$ cat config.mk
export PLATFORM = sky130hd
export DESIGN_NAME = rbs_sched
export DESIGN_NICKNAME = d
export VERILOG_FILES = /design/src/rtl/rbs_pkg.sv /design/src/rtl/rbs_queue.sv /design/src/rtl/rbs_bank.sv /design/src/rtl/rbs_beat.sv /design/src/rtl/rbs_sched.sv
export SDC_FILE = /design/constraint.sdc
export NUM_CORES = 1
export LEC_CHECK = 0
export ABC_AREA = 1
export BUFFER_PORTS_ARGS = -buffer_cell sky130_fd_sc_hd__buf_2
export CORE_MARGIN = 1
export CORE_UTILIZATION = 60
export DETAILED_ROUTE_END_ITERATION = 7
export MAX_ROUTING_LAYER = met4
export PLACE_DENSITY = 0.77
export SYNTH_ARGS = -nofsm -noshare
export SYNTH_HDL_FRONTEND = slang
export SYNTH_SLANG_ARGS = --single-unit
export TNS_END_PERCENT = 5
$ cat constraint.sdc
create_clock -name clk -period 7.95 [get_ports clk]
set_input_delay 1.59 -clock clk [delete_from_list [all_inputs] [get_ports clk]]
set_output_delay 1.59 -clock clk [all_outputs]
set_load 0.01 [all_outputs]
$ cat src/rtl/rbs_pkg.sv
package rbs_pkg;
  typedef enum logic [1:0] {
    CMD_NOP = 2'd0,
    CMD_PRE = 2'd1,
    CMD_ACT = 2'd2,
    CMD_RD  = 2'd3
  } cmd_e;
endpackage

$ cat src/rtl/rbs_queue.sv
// Pending-request store: entries stay packed toward slot 0, slot 0 is oldest.
module rbs_queue #(
  parameter int DEPTH = 4,
  parameter int W     = 8,
  localparam int IW   = (DEPTH > 1) ? $clog2(DEPTH) : 1
) (
  input  logic                      clk,
  input  logic                      rst_n,
  input  logic                      push,
  input  logic [W-1:0]              push_data,
  input  logic                      pop,
  input  logic [IW-1:0]             pop_idx,
  output logic [DEPTH-1:0]          vld_o,
  output logic [DEPTH-1:0][W-1:0]   data_o,
  output logic                      full_o
);
  logic [DEPTH-1:0]        vld_q, shv, nv;
  logic [DEPTH-1:0][W-1:0] mem_q, shm, nm;

  // Close the gap left by a removed entry.
  for (genvar g = 0; g < DEPTH; g++) begin : g_sh
    logic take_next;
    assign take_next = pop && (IW'(g) >= pop_idx);
    if (g < DEPTH-1) begin : g_mid
      assign shv[g] = take_next ? vld_q[g+1] : vld_q[g];
      assign shm[g] = take_next ? mem_q[g+1] : mem_q[g];
    end else begin : g_last
      assign shv[g] = take_next ? 1'b0 : vld_q[g];
      assign shm[g] = mem_q[g];
    end
  end

  // Append the new request at the first free slot.
  always_comb begin
    logic found;
    nv    = shv;
    nm    = shm;
    found = 1'b0;
    for (int i = 0; i < DEPTH; i++) begin
      if (push && !found && !shv[i]) begin
        nv[i] = 1'b1;
        nm[i] = push_data;
        found = 1'b1;
      end
    end
  end

  always_ff @(posedge clk) begin
    if (!rst_n) vld_q <= '0;
    else        vld_q <= nv;
  end

  always_ff @(posedge clk) mem_q <= nm;

  assign vld_o  = vld_q;
  assign data_o = mem_q;
  assign full_o = vld_q[DEPTH-1];

  p_no_overflow_r9: assert property (@(posedge clk) disable iff (!rst_n)
    push |-> !vld_q[DEPTH-1]);
  p_pop_live_r8: assert property (@(posedge clk) disable iff (!rst_n)
    pop |-> vld_q[pop_idx]);
endmodule

$ cat src/rtl/rbs_bank.sv
// One bank: open-row record plus two countdowns.
//   tw: cycles left before ACT (after PRE) or CAS (after ACT) is legal
//   tp: cycles left before PRE is legal after the last CAS
module rbs_bank
  import rbs_pkg::*;
#(
  parameter int ROW_W = 14,
  parameter int T_RP  = 13,
  parameter int T_RCD = 13,
  parameter int T_CL  = 13
) (
  input  logic             clk,
  input  logic             rst_n,
  input  logic             cmd_en,
  input  cmd_e             cmd_kind,
  input  logic [ROW_W-1:0] cmd_row,
  output logic             open_o,
  output logic [ROW_W-1:0] row_o,
  output logic             wait_done_o,
  output logic             pre_ok_o
);
  localparam int TMAX = (T_RP > T_RCD) ? T_RP : T_RCD;
  localparam int TWW  = $clog2(TMAX + 1);
  localparam int TPW  = $clog2(T_CL + 1);

  logic             open_q;
  logic [ROW_W-1:0] row_q;
  logic [TWW-1:0]   tw_q;
  logic [TPW-1:0]   tp_q;

  always_ff @(posedge clk) begin
    if (!rst_n) begin
      open_q <= 1'b0;
      row_q  <= '0;
      tw_q   <= '0;
      tp_q   <= '0;
    end else begin
      if (tw_q != '0) tw_q <= tw_q - 1'b1;
      if (tp_q != '0) tp_q <= tp_q - 1'b1;
      if (cmd_en) begin
        case (cmd_kind)
          CMD_PRE: begin open_q <= 1'b0; tw_q <= TWW'(T_RP - 1); end
          CMD_ACT: begin open_q <= 1'b1; row_q <= cmd_row; tw_q <= TWW'(T_RCD - 1); end
          CMD_RD:  tp_q <= TPW'(T_CL - 1);
          default: ;
        endcase
      end
    end
  end

  assign open_o      = open_q;
  assign row_o       = row_q;
  assign wait_done_o = (tw_q == '0);
  assign pre_ok_o    = (tw_q == '0) && (tp_q == '0);

  p_act_closed_r1: assert property (@(posedge clk) disable iff (!rst_n)
    (cmd_en && cmd_kind == CMD_ACT) |-> (!open_q && tw_q == '0));
  p_cas_open_row_r3: assert property (@(posedge clk) disable iff (!rst_n)
    (cmd_en && cmd_kind == CMD_RD) |-> (open_q && row_q == cmd_row && tw_q == '0));
  p_pre_after_cl_r6: assert property (@(posedge clk) disable iff (!rst_n)
    (cmd_en && cmd_kind == CMD_PRE) |-> (open_q && tp_q == '0 && tw_q == '0));
endmodule

$ cat src/rtl/rbs_beat.sv
// Delays each column read by CL and stretches it into a burst window.
module rbs_beat #(
  parameter int T_CL    = 13,
  parameter int T_BURST = 4,
  parameter int TAG_W   = 4
) (
  input  logic             clk,
  input  logic             rst_n,
  input  logic             cas_en,
  input  logic [TAG_W-1:0] cas_tag,
  output logic             dv_o,
  output logic [TAG_W-1:0] dv_tag_o
);
  localparam int BW = $clog2(T_BURST + 1);

  logic [T_CL-1:0]            pv_q;
  logic [T_CL-1:0][TAG_W-1:0] pt_q;
  logic [BW-1:0]              bc_q;
  logic [TAG_W-1:0]           tag_q;

  always_ff @(posedge clk) begin
    if (!rst_n) begin
      pv_q  <= '0;
      bc_q  <= '0;
      tag_q <= '0;
    end else begin
      pv_q <= {pv_q[T_CL-2:0], cas_en};
      if (pv_q[T_CL-1]) begin
        bc_q  <= BW'(T_BURST);
        tag_q <= pt_q[T_CL-1];
      end else if (bc_q != '0) begin
        bc_q <= bc_q - 1'b1;
      end
    end
  end

  always_ff @(posedge clk) pt_q <= {pt_q[T_CL-2:0], cas_tag};

  assign dv_o     = (bc_q != '0);
  assign dv_tag_o = tag_q;

  p_no_overlap_r5: assert property (@(posedge clk) disable iff (!rst_n)
    pv_q[T_CL-1] |-> (bc_q <= BW'(1)));
  p_burst_bound_r4: assert property (@(posedge clk) disable iff (!rst_n)
    bc_q <= BW'(T_BURST));
endmodule

$ cat src/rtl/rbs_sched.sv
module rbs_sched
  import rbs_pkg::*;
#(
  parameter int NBANK   = 8,
  parameter int ROW_W   = 14,
  parameter int COL_W   = 10,
  parameter int TAG_W   = 4,
  parameter int QDEPTH  = 4,
  parameter int T_RP    = 13,
  parameter int T_RCD   = 13,
  parameter int T_CL    = 13,
  parameter int T_BURST = 4
) (
  input  logic             clk,
  input  logic             rst_n,
  input  logic             req_valid,
  output logic             req_ready,
  input  logic [2:0]       req_bank,
  input  logic [ROW_W-1:0] req_row,
  input  logic [COL_W-1:0] req_col,
  input  logic [TAG_W-1:0] req_tag,
  output logic             cmd_valid,
  output logic [1:0]       cmd_kind,
  output logic [2:0]       cmd_bank,
  output logic [ROW_W-1:0] cmd_row,
  output logic [COL_W-1:0] cmd_col,
  output logic             rd_valid,
  output logic [TAG_W-1:0] rd_tag
);
  localparam int BK_W = $clog2(NBANK);
  localparam int EW   = BK_W + ROW_W + COL_W + TAG_W;
  localparam int QIW  = (QDEPTH > 1) ? $clog2(QDEPTH) : 1;
  localparam int GW   = $clog2(T_BURST + 1);

  // queue
  logic                         push, pop, q_full;
  logic [QDEPTH-1:0]            q_vld;
  logic [QDEPTH-1:0][EW-1:0]    q_data;
  logic [QIW-1:0]               pick_idx;
  logic                         pick;

  assign req_ready = !q_full;
  assign push      = req_valid && req_ready;

  rbs_queue #(.DEPTH(QDEPTH), .W(EW)) u_queue (
    .clk, .rst_n,
    .push, .push_data({req_bank[BK_W-1:0], req_row, req_col, req_tag}),
    .pop, .pop_idx(pick_idx),
    .vld_o(q_vld), .data_o(q_data), .full_o(q_full)
  );

  // bank state
  logic [NBANK-1:0]            b_open, b_wait, b_pre;
  logic [NBANK-1:0][ROW_W-1:0] b_row;
  logic [GW-1:0]               gap_q;

  // per-entry next command and legality
  logic [QDEPTH-1:0][BK_W-1:0]  e_bank;
  logic [QDEPTH-1:0][ROW_W-1:0] e_row;
  logic [QDEPTH-1:0][COL_W-1:0] e_col;
  logic [QDEPTH-1:0][TAG_W-1:0] e_tag;
  logic [QDEPTH-1:0][1:0]       e_kind;
  logic [QDEPTH-1:0]            e_ok;

  for (genvar g = 0; g < QDEPTH; g++) begin : g_ent
    logic hit;
    assign {e_bank[g], e_row[g], e_col[g], e_tag[g]} = q_data[g];
    assign hit = b_open[e_bank[g]] && (b_row[e_bank[g]] == e_row[g]);
    assign e_kind[g] = !b_open[e_bank[g]] ? CMD_ACT : (hit ? CMD_RD : CMD_PRE);
    assign e_ok[g] = q_vld[g] &&
                     (!b_open[e_bank[g]] ? b_wait[e_bank[g]] :
                      hit ? (b_wait[e_bank[g]] && gap_q == '0) : b_pre[e_bank[g]]);
  end

  // oldest legal entry wins; an entry is skipped when an older one targets its bank
  always_comb begin
    logic [NBANK-1:0] seen;
    seen     = '0;
    pick     = 1'b0;
    pick_idx = '0;
    for (int i = 0; i < QDEPTH; i++) begin
      if (q_vld[i]) begin
        if (!pick && !seen[e_bank[i]] && e_ok[i]) begin
          pick     = 1'b1;
          pick_idx = QIW'(i);
        end
        seen[e_bank[i]] = 1'b1;
      end
    end
  end

  cmd_e             sel_kind;
  logic [BK_W-1:0]  sel_bank;
  assign sel_kind = cmd_e'(e_kind[pick_idx]);
  assign sel_bank = e_bank[pick_idx];
  assign pop      = pick && (sel_kind == CMD_RD);

  for (genvar b = 0; b < NBANK; b++) begin : g_bank
    rbs_bank #(.ROW_W(ROW_W), .T_RP(T_RP), .T_RCD(T_RCD), .T_CL(T_CL)) u_bank (
      .clk, .rst_n,
      .cmd_en(pick && (sel_bank == BK_W'(b))),
      .cmd_kind(sel_kind),
      .cmd_row(e_row[pick_idx]),
      .open_o(b_open[b]),
      .row_o(b_row[b]),
      .wait_done_o(b_wait[b]),
      .pre_ok_o(b_pre[b])
    );
  end

  // channel-wide read spacing and command register
  logic             cv_q;
  cmd_e             ck_q;
  logic [BK_W-1:0]  cb_q;
  logic [ROW_W-1:0] cr_q;
  logic [COL_W-1:0] cc_q;

  always_ff @(posedge clk) begin
    if (!rst_n) begin
      gap_q <= '0;
      cv_q  <= 1'b0;
      ck_q  <= CMD_NOP;
      cb_q  <= '0;
      cr_q  <= '0;
      cc_q  <= '0;
    end else begin
      if (pop)               gap_q <= GW'(T_BURST - 1);
      else if (gap_q != '0)  gap_q <= gap_q - 1'b1;
      cv_q <= pick;
      ck_q <= pick ? sel_kind : CMD_NOP;
      cb_q <= sel_bank;
      cr_q <= e_row[pick_idx];
      cc_q <= e_col[pick_idx];
    end
  end

  assign cmd_valid = cv_q;
  assign cmd_kind  = ck_q;
  assign cmd_bank  = 3'(cb_q);
  assign cmd_row   = cr_q;
  assign cmd_col   = cc_q;

  rbs_beat #(.T_CL(T_CL), .T_BURST(T_BURST), .TAG_W(TAG_W)) u_beat (
    .clk, .rst_n,
    .cas_en(pop), .cas_tag(e_tag[pick_idx]),
    .dv_o(rd_valid), .dv_tag_o(rd_tag)
  );

  // checker: cycles since the last read on the bus, saturating
  logic [GW-1:0] since_q;
  always_ff @(posedge clk) begin
    if (!rst_n)                          since_q <= GW'(T_BURST);
    else if (cv_q && ck_q == CMD_RD)     since_q <= GW'(1);
    else if (since_q < GW'(T_BURST))     since_q <= since_q + 1'b1;
  end

  p_cas_spacing_r5: assert property (@(posedge clk) disable iff (!rst_n)
    (cv_q && ck_q == CMD_RD) |-> (since_q >= GW'(T_BURST)));
  p_bus_kind_r7: assert property (@(posedge clk) disable iff (!rst_n)
    cv_q == (ck_q != CMD_NOP));
endmodule

# Yosys cells after proc, flatten, opt, wreduce, memory -nomap -nowiden
# Memories as Yosys holds them, arrays and structs flattened. A register that Yosys moved wholly into a read port is not among the register bits.
# Cells that the tools add are included.
[classes]
add_sub_neg = 18
magnitude_cmp = 12
n_eq_ne = 14
muxes = 159
bitwise = 3
n_reduce_logical = 128
[op_table]
columns = ["cell", "count"]
rows = [
  ["two-way mux 4 bit", 49],
  ["two-way mux 31 bit", 6],
  ["binary-select mux 14 bit (select 3 bit)", 4],
  ["two-way mux 14 bit", 5],
  ["zero test 4 bit", 16],
  ["nonzero test 4 bit", 16],
  ["subtractor 4 x 1 -> 4 bit (second input constant)", 16],
  ["== test 14 bit", 4],
  ["logical AND 1 bit", 51],
  ["two-way mux 1 bit", 48],
  ["binary-select mux 1 bit (select 3 bit)", 15],
  ["AND reduction 2 bit", 17],
  ["two-way mux 2 bit", 15],
  ["binary-select mux 14 bit (select 2 bit)", 1],
  ["two-way mux 8 bit", 3],
  ["binary-select mux 10 bit (select 2 bit)", 1],
  ["less-than comparator 3 x 4 -> 1 bit (second input constant)", 4],
  ["OR 8 bit", 2],
  ["zero test 1 bit", 15],
  ["== test 3 bit (second input constant)", 4],
  ["two-way mux 3 bit", 4],
  ["nonzero test 2 bit", 6],
  ["two-way mux 10 bit", 1],
  ["demux 1 bit (select 3 bit)", 3],
  ["17 further kinds", 28],
]
[totals]
register_bits = 417
romBits = 8
inputBits = 34
output_inout_bits = 36
mem_count = 1
[memory_table]
columns = ["memory", "words", "width", "read_ports", "rd_clocked_by_memory_dff", "write_ports", "line_no", "rtl"]
rows = [
  ["(no name shown)", 8, 1, 1, 1, 0, "rbs_sched.sv:83", "if (!pick && !seen[e_bank[i]] && e_ok[i]) begin"],
]

# Longest topological paths before layout
[depth]
ltp_word = 46
ltp_mapped = 39

# Hierarchy
# Synthesis repeated with hierarchy kept, for this count alone.
[hier_totals]
cells_unflattened = 3274
area_unflattened_um2 = 23420.0
[modules_own_cells]
columns = ["mod", "n_inst", "cells_each", "area_per_inst_um2", "seq_area_each_um2"]
rows = [
  ["rbs_sched", 1, 1633, 8294.2, 660.6],
  ["rbs_bank", 8, 133, 993.5, 460.4],
  ["rbs_queue", 1, 441, 5429.0, 3803.6],
  ["rbs_beat", 1, 136, 1749.2, 1441.4],
]

# Least setup slack after synthesis
# OpenSTA, ideal clock, no wires.
[synth_timing]
path_type = "reg-to-reg"
from = "register u_queue.mem_q, in the netlist u_queue.data_o[59]"
to = "register u_queue.mem_q, in the netlist u_queue.data_o[0], enable pin"
setup_ns = 0.462
t_arrival_ns = 5.741
required_time_ns = 7.488
slack_ns = 1.747
stages_incl_launch_ff = 32
period_less_slack_ns = 6.203
cell_sequence = "edfxtp_1 -> buf_2 -> inv_2 -> buf_4 -> buf_2 -> nand2_1 -> nand3_1 -> nand2_1 -> nor2_1 -> nor2_1 -> nor2_1 -> nand3_1 -> nor2_1 -> nand2_1 -> nand2_1 -> nand3_1 -> nand3_2 -> inv_2 -> nand2_2 -> nand2_1 -> inv_1 -> clkbuf_1 -> o21ai_0 -> nand2_1 -> nand3_1 -> inv_1 -> ha_1 -> clkbuf_1 -> inv_1 -> nor2_1 -> inv_1 -> o21ai_0"
[synth_between]
elab_chain_len = 29
elab_cells_between_ends = 64
classes_between = "3 x order compare; 2 x eq/ne; 37 x mux; 2 x bitwise; 20 x reduce/logical"
[synth_lines]
columns = ["item", "line_no", "rtl"]
rows = [
  ["from (decl)", "rbs_queue.sv:18", "logic [DEPTH-1:0][W-1:0] mem_q, shm, nm;"],
  ["from (signal assigned)", "rbs_queue.sv:53", "always_ff @(posedge clk) mem_q <= nm;"],
  ["parallel branches: the longest is 20 deep, another holds less-than comparator 3 x 4 -> 1 bit", "--", ""],
  ["binary-select mux 2 bit (select 2 bit) (*)", "rbs_sched.sv:94", "assign sel_kind = cmd_e'(e_kind[pick_idx]);"],
  ["two-way mux 2 bit (not written as such) (*)", "rbs_sched.sv:94", ""],
  ["via g_bank[0].u_bank.cmd_kind[1]", "rbs_bank.sv:15", "input cmd_e cmd_kind,"],
  ["== test 2 bit (*)", "rbs_sched.sv:96", "assign pop = pick && (sel_kind == CMD_RD);"],
  ["logical AND 1 bit (*)", "rbs_sched.sv:96", ""],
  ["logical AND 1 bit (*)", "rbs_queue.sv:23", "assign take_next = pop && (IW'(g) >= pop_idx);"],
  ["two-way mux 1 bit", "rbs_queue.sv:25", "assign shv[g] = take_next ? vld_q[g+1] : vld_q[g];"],
  ["zero test 1 bit", "rbs_queue.sv:40", "if (push && !found && !shv[i]) begin"],
  ["logical AND 1 bit", "rbs_queue.sv:40", ""],
  ["nonzero test 2 bit (no source line) (*)", "--", ""],
]
# Mark *: on every way through the listed nets, which the timed path passes. The select of a mux whose other input is x is not followed.
# A chain may end at the register's enable or synchronous reset.

# Worst setup path after layout
[layout_timing]
from = "register u_queue.mem_q, in the netlist u_queue.data_o[123]"
to = "register u_queue.mem_q, in the netlist u_queue.data_o[91], enable pin"
[layout_between]
elab_chain_len = 27
elab_cells_between_ends = 51
classes_between = "3 x order compare; 2 x eq/ne; 25 x mux; 21 x reduce/logical"
[layout_lines]
columns = ["item", "line_no", "rtl"]
rows = [
  ["binary-select mux 14 bit (select 3 bit)", "rbs_sched.sv:68", "assign hit = b_open[e_bank[g]] && (b_row[e_bank[g]] == e_row[g]);"],
  ["two-way mux 14 bit (not written as such)", "rbs_sched.sv:68", ""],
  ["== test 14 bit", "rbs_sched.sv:68", ""],
  ["logical AND 1 bit", "rbs_sched.sv:68", ""],
  ["two-way mux 1 bit", "rbs_sched.sv:72", "hit ? (b_wait[e_bank[g]] && gap_q == '0) : b_pre[e_bank[g]]);"],
  ["two-way mux 1 bit", "rbs_sched.sv:71", "(!b_open[e_bank[g]] ? b_wait[e_bank[g]] :"],
  ["logical AND 1 bit", "rbs_sched.sv:70", "assign e_ok[g] = q_vld[g] &&"],
  ["logical AND 1 bit", "rbs_sched.sv:83", ""],
  ["[... 4 more ...]", "--", ""],
  ["via g_bank[0].u_bank.cmd_kind[0]", "rbs_bank.sv:15", ""],
  ["[... 5 more ...]", "--", ""],
  ["logical AND 1 bit", "rbs_queue.sv:40", ""],
  ["two-way mux 1 bit", "rbs_queue.sv:40", ""],
  ["zero test 1 bit", "rbs_queue.sv:40", ""],
  ["logical AND 1 bit (2 in a row)", "rbs_queue.sv:40", ""],
  ["two-way mux 1 bit", "rbs_queue.sv:40", ""],
  ["zero test 1 bit", "rbs_queue.sv:40", ""],
  ["logical AND 1 bit (2 in a row)", "rbs_queue.sv:40", ""],
  ["nonzero test 2 bit (no source line) (*)", "--", ""],
]
# The timed path passes the listed nets; every way through them passes the cells marked *. The select of a mux whose other input is x is not followed.

==> metrics.txt <==
min Tclk post-route 7.16 ns; initial antenna violation count 1; setup ws final 0.789 ns; top_reg_cell synth dfxtp_1; row count 72; Final Hold Violating Endpoints 0; failing checks capacitance limit, slew limit; Antenna Nets Post-Route 0; drt first pass iters 6; TritonCTS buffer count 44; crit path kind reg -> reg; pre-CTS setup slack 1.20 ns; synthesized flop and latch total 417; Fin Setup TNS 0 ns; Reg power frac 34.8%; total grt overflow 0; Max clock buf depth 3; dpl hpwl 57200 um; H-Tree Depth 2; Final Setup Violations 0; slowest CP cell edfxtp_1; CP dominant cell by count nand2_1; most frequent cells in the layout nand2_1, inv_1, nor2_1, dfxtp_1, nand3_1; Yosys warning count 0; initial core utilization 60.9%; drt wl/cell 21.2 um; Worst EP required 8.19 ns; Hold Buf Count CTS 0; post-synth net total 3532; post-synthesis cell count 3459; drt drc 0; commonest non-fill, non-tap cell in the layout nand2_1; routed vias/inst 6.11; Detailed Route WL 84600 um; Final nets 3503; register area share after synthesis 40.7%; Post-Syn Area 23500 um2; post-CTS setup buffers 0; Critical Path Start u_queue.data_o[123]$_DFFE_PP_; Global Route Usage Sum 43.1%; switching share of power 42.5%; CTS clock-pin slew for the worst setup and hold paths 0.06 ns; Avg Synthesized Cell Area 6.81 um2; # Max-Cap Violations 1; clock share of power 26.4%; die area 40000 um2; CTS resizes 0; root buffer cell clkbuf_16; Critical Path Source Type flop; Setup crit end kind flop; RSZ-0062 raised after global routing no; starting DRC count in detailed routing 3526; Max Fclk 140 MHz; port bufs 69; Fin Hold WS 0.325 ns; power density over the cells 336 nW/um2; global-route wire length before repair 126000 um; Crit Reg-Reg Startpoint u_queue.data_o[123]$_DFFE_PP_; Layout area overhead 9.13%; Slew Viols, Final 23; layout cells sized above 1 6.87%; outcome finished, violations left; Final Skew 0.0266 ns; via count of the routed design 24.3k; async set-reset flop share out of synthesis 0%; slowest stage delay, CP 1.43 ns; crit path DAT 7.40 ns; Final GP Congestion 1.12; sw power 3670 uW; die width 200 um; Core ar. 38600 um2; Final period util 90.1%; Worst Hold Class reg -> reg; Leak 0.0126 uW; Yosys cell types 45; slew margin rel. -6.76%; Post-synth EDFFs 124; largest net degree at the start of global routing 95; Total Power 8630 uW; Hold Crit Start u_beat.pt_q[26]$_DFF_P_; Crit Path Max Fanout 33; Worst-Skew Late Latency 0.60 ns; # IOs 70; filler cell count 3271; CTS tree built; vias in the first global route 21.5k; Worst IR Drop VDD 0.271 mV; Worst Tran Pin Value 1.60 ns; # clock sinks 417; Pint 4960 uW; combinational share of power 38.8%; Die Ht 200 um
## layer usage
layer / vias up / GRT usage [%] / wire length, um
met5: - / - / 0
met4: 0 / 19.3 / 4060
met3: 321 / 10.6 / 12000
met2: 1740 / 62.1 / 35400
met1: 11100 / 57.2 / 33200
li1: 11200 / - / -
## kinds of logic (layout without fill, tap and decap cells)
logic type,count (synthesis),after routing,share of synthesized area [%]
xor+xnor,19,19,0.707
mux,1,1,0.0425
fa+ha+maj,39,39,2.07
simple gates,1772,1772,31.2
compound gates,581,581,14.6
other cells,0,1,0
buf+inv,630,635,10.6
flops,417,417,40.7
## registers in the layout (all words and copies together) (netlist names)
signal	cells
cmd_bank	3
cmd_col	10
cmd_kind	2
cmd_row	14
cmd_valid	1
g_bank.u_bank.open_o	8
g_bank.u_bank.row_o	112
g_bank.u_bank.tp_q	32
g_bank.u_bank.tw_q	32
gap_q	3
u_beat.bc_q	3
u_beat.dv_tag_o	4
u_beat.pt_q	52
u_beat.pv_q	13
u_queue.data_o	124
u_queue.vld_o	4
## power groups by stage
stage / Clock, uW / Combinational (uW) / Sequential [uW]
3_3_place_gp: 0 / 3100 / 3000
6_report: 2280 / 3350 / 3000
4_1_cts: 2280 / 3240 / 2980
2_1_floorplan: 0 / 2260 / 2920
5_1_grt: 2370 / 3650 / 3040
3_5_place_dp: 0 / 3210 / 3020
## cells in the mapped netlist, drive strengths merged, types with 2 or more instances
cell type / n / area [um2]
nand2: 1046 / 3930
nand3: 265 / 1360
buf: 109 / 543
nand3b: 8 / 60.1
dfxtp: 293 / 5870
edfxtp: 124 / 3720
o221ai: 8 / 70.1
nor3: 19 / 95.1
clkbuf: 84 / 315
o2111ai: 4 / 35.0
o22ai: 5 / 31.3
a22oi: 22 / 165
clkinv: 3 / 11.3
a21oi: 159 / 811
o211ai: 124 / 931
or2: 2 / 12.5
o21bai: 28 / 210
inv: 434 / 1630
ha: 39 / 488
o21ai: 219 / 1100
xor2: 13 / 114
xnor2: 6 / 52.6
a31oi: 5 / 31.3
nor2: 351 / 1380
a211oi: 3 / 22.5
nand4: 79 / 500
## critical path, delay by kind of cell (launching register included)
kind / cells / cell delay [ns]
buffers and inverters: 5 / 1.37
AND/OR/NAND/NOR: 22 / 3.38
adder cells (fa/ha/maj): 1 / 0.42
flip-flops: 1 / 1.43
AO/OA/AOI/OAI: 2 / 0.18
## per-stage QoR
stage                     area (um2)  utilization, %  std cells
after floorplan                23500               -       3459
after global placement         24100            62.3       3902
after detailed placement       24100            62.3       3902
after CTS                      25700            66.5       3982
after global routing           25700            66.5       3982
final                          25700            66.5       3983
## path summary, 6_finish.rpt
| check | end | cells after the start | slack [ns] |
|---|---|---|---|
| max | u_queue.data_o[91]$_DFFE_PP_ | 30 | 0.79 |
| min | u_beat.pt_q[30]$_DFF_P_ | 0 | 0.33 |
| max reg2reg | u_queue.data_o[91]$_DFFE_PP_ | 30 | 0.79 |
| min reg2reg | u_beat.pt_q[30]$_DFF_P_ | 0 | 0.33 |
## cell type report
| class | instances | area (um2) | area share (%) |
|---|---|---|---|
| multi-input combinational | 2412 | 11500 | 44.7 |
| clock inverter | 27 | 384 | 1.50 |
| antenna | 1 | 2.50 | 0.00974 |
| timing repair buffer | 118 | 716 | 2.79 |
| inverter | 437 | 1640 | 6.39 |
| clock buffer | 53 | 1220 | 4.74 |
| sequential | 417 | 9590 | 37.3 |
| tap | 518 | 648 | 2.52 |
Power figures use the tool's default switching activity.
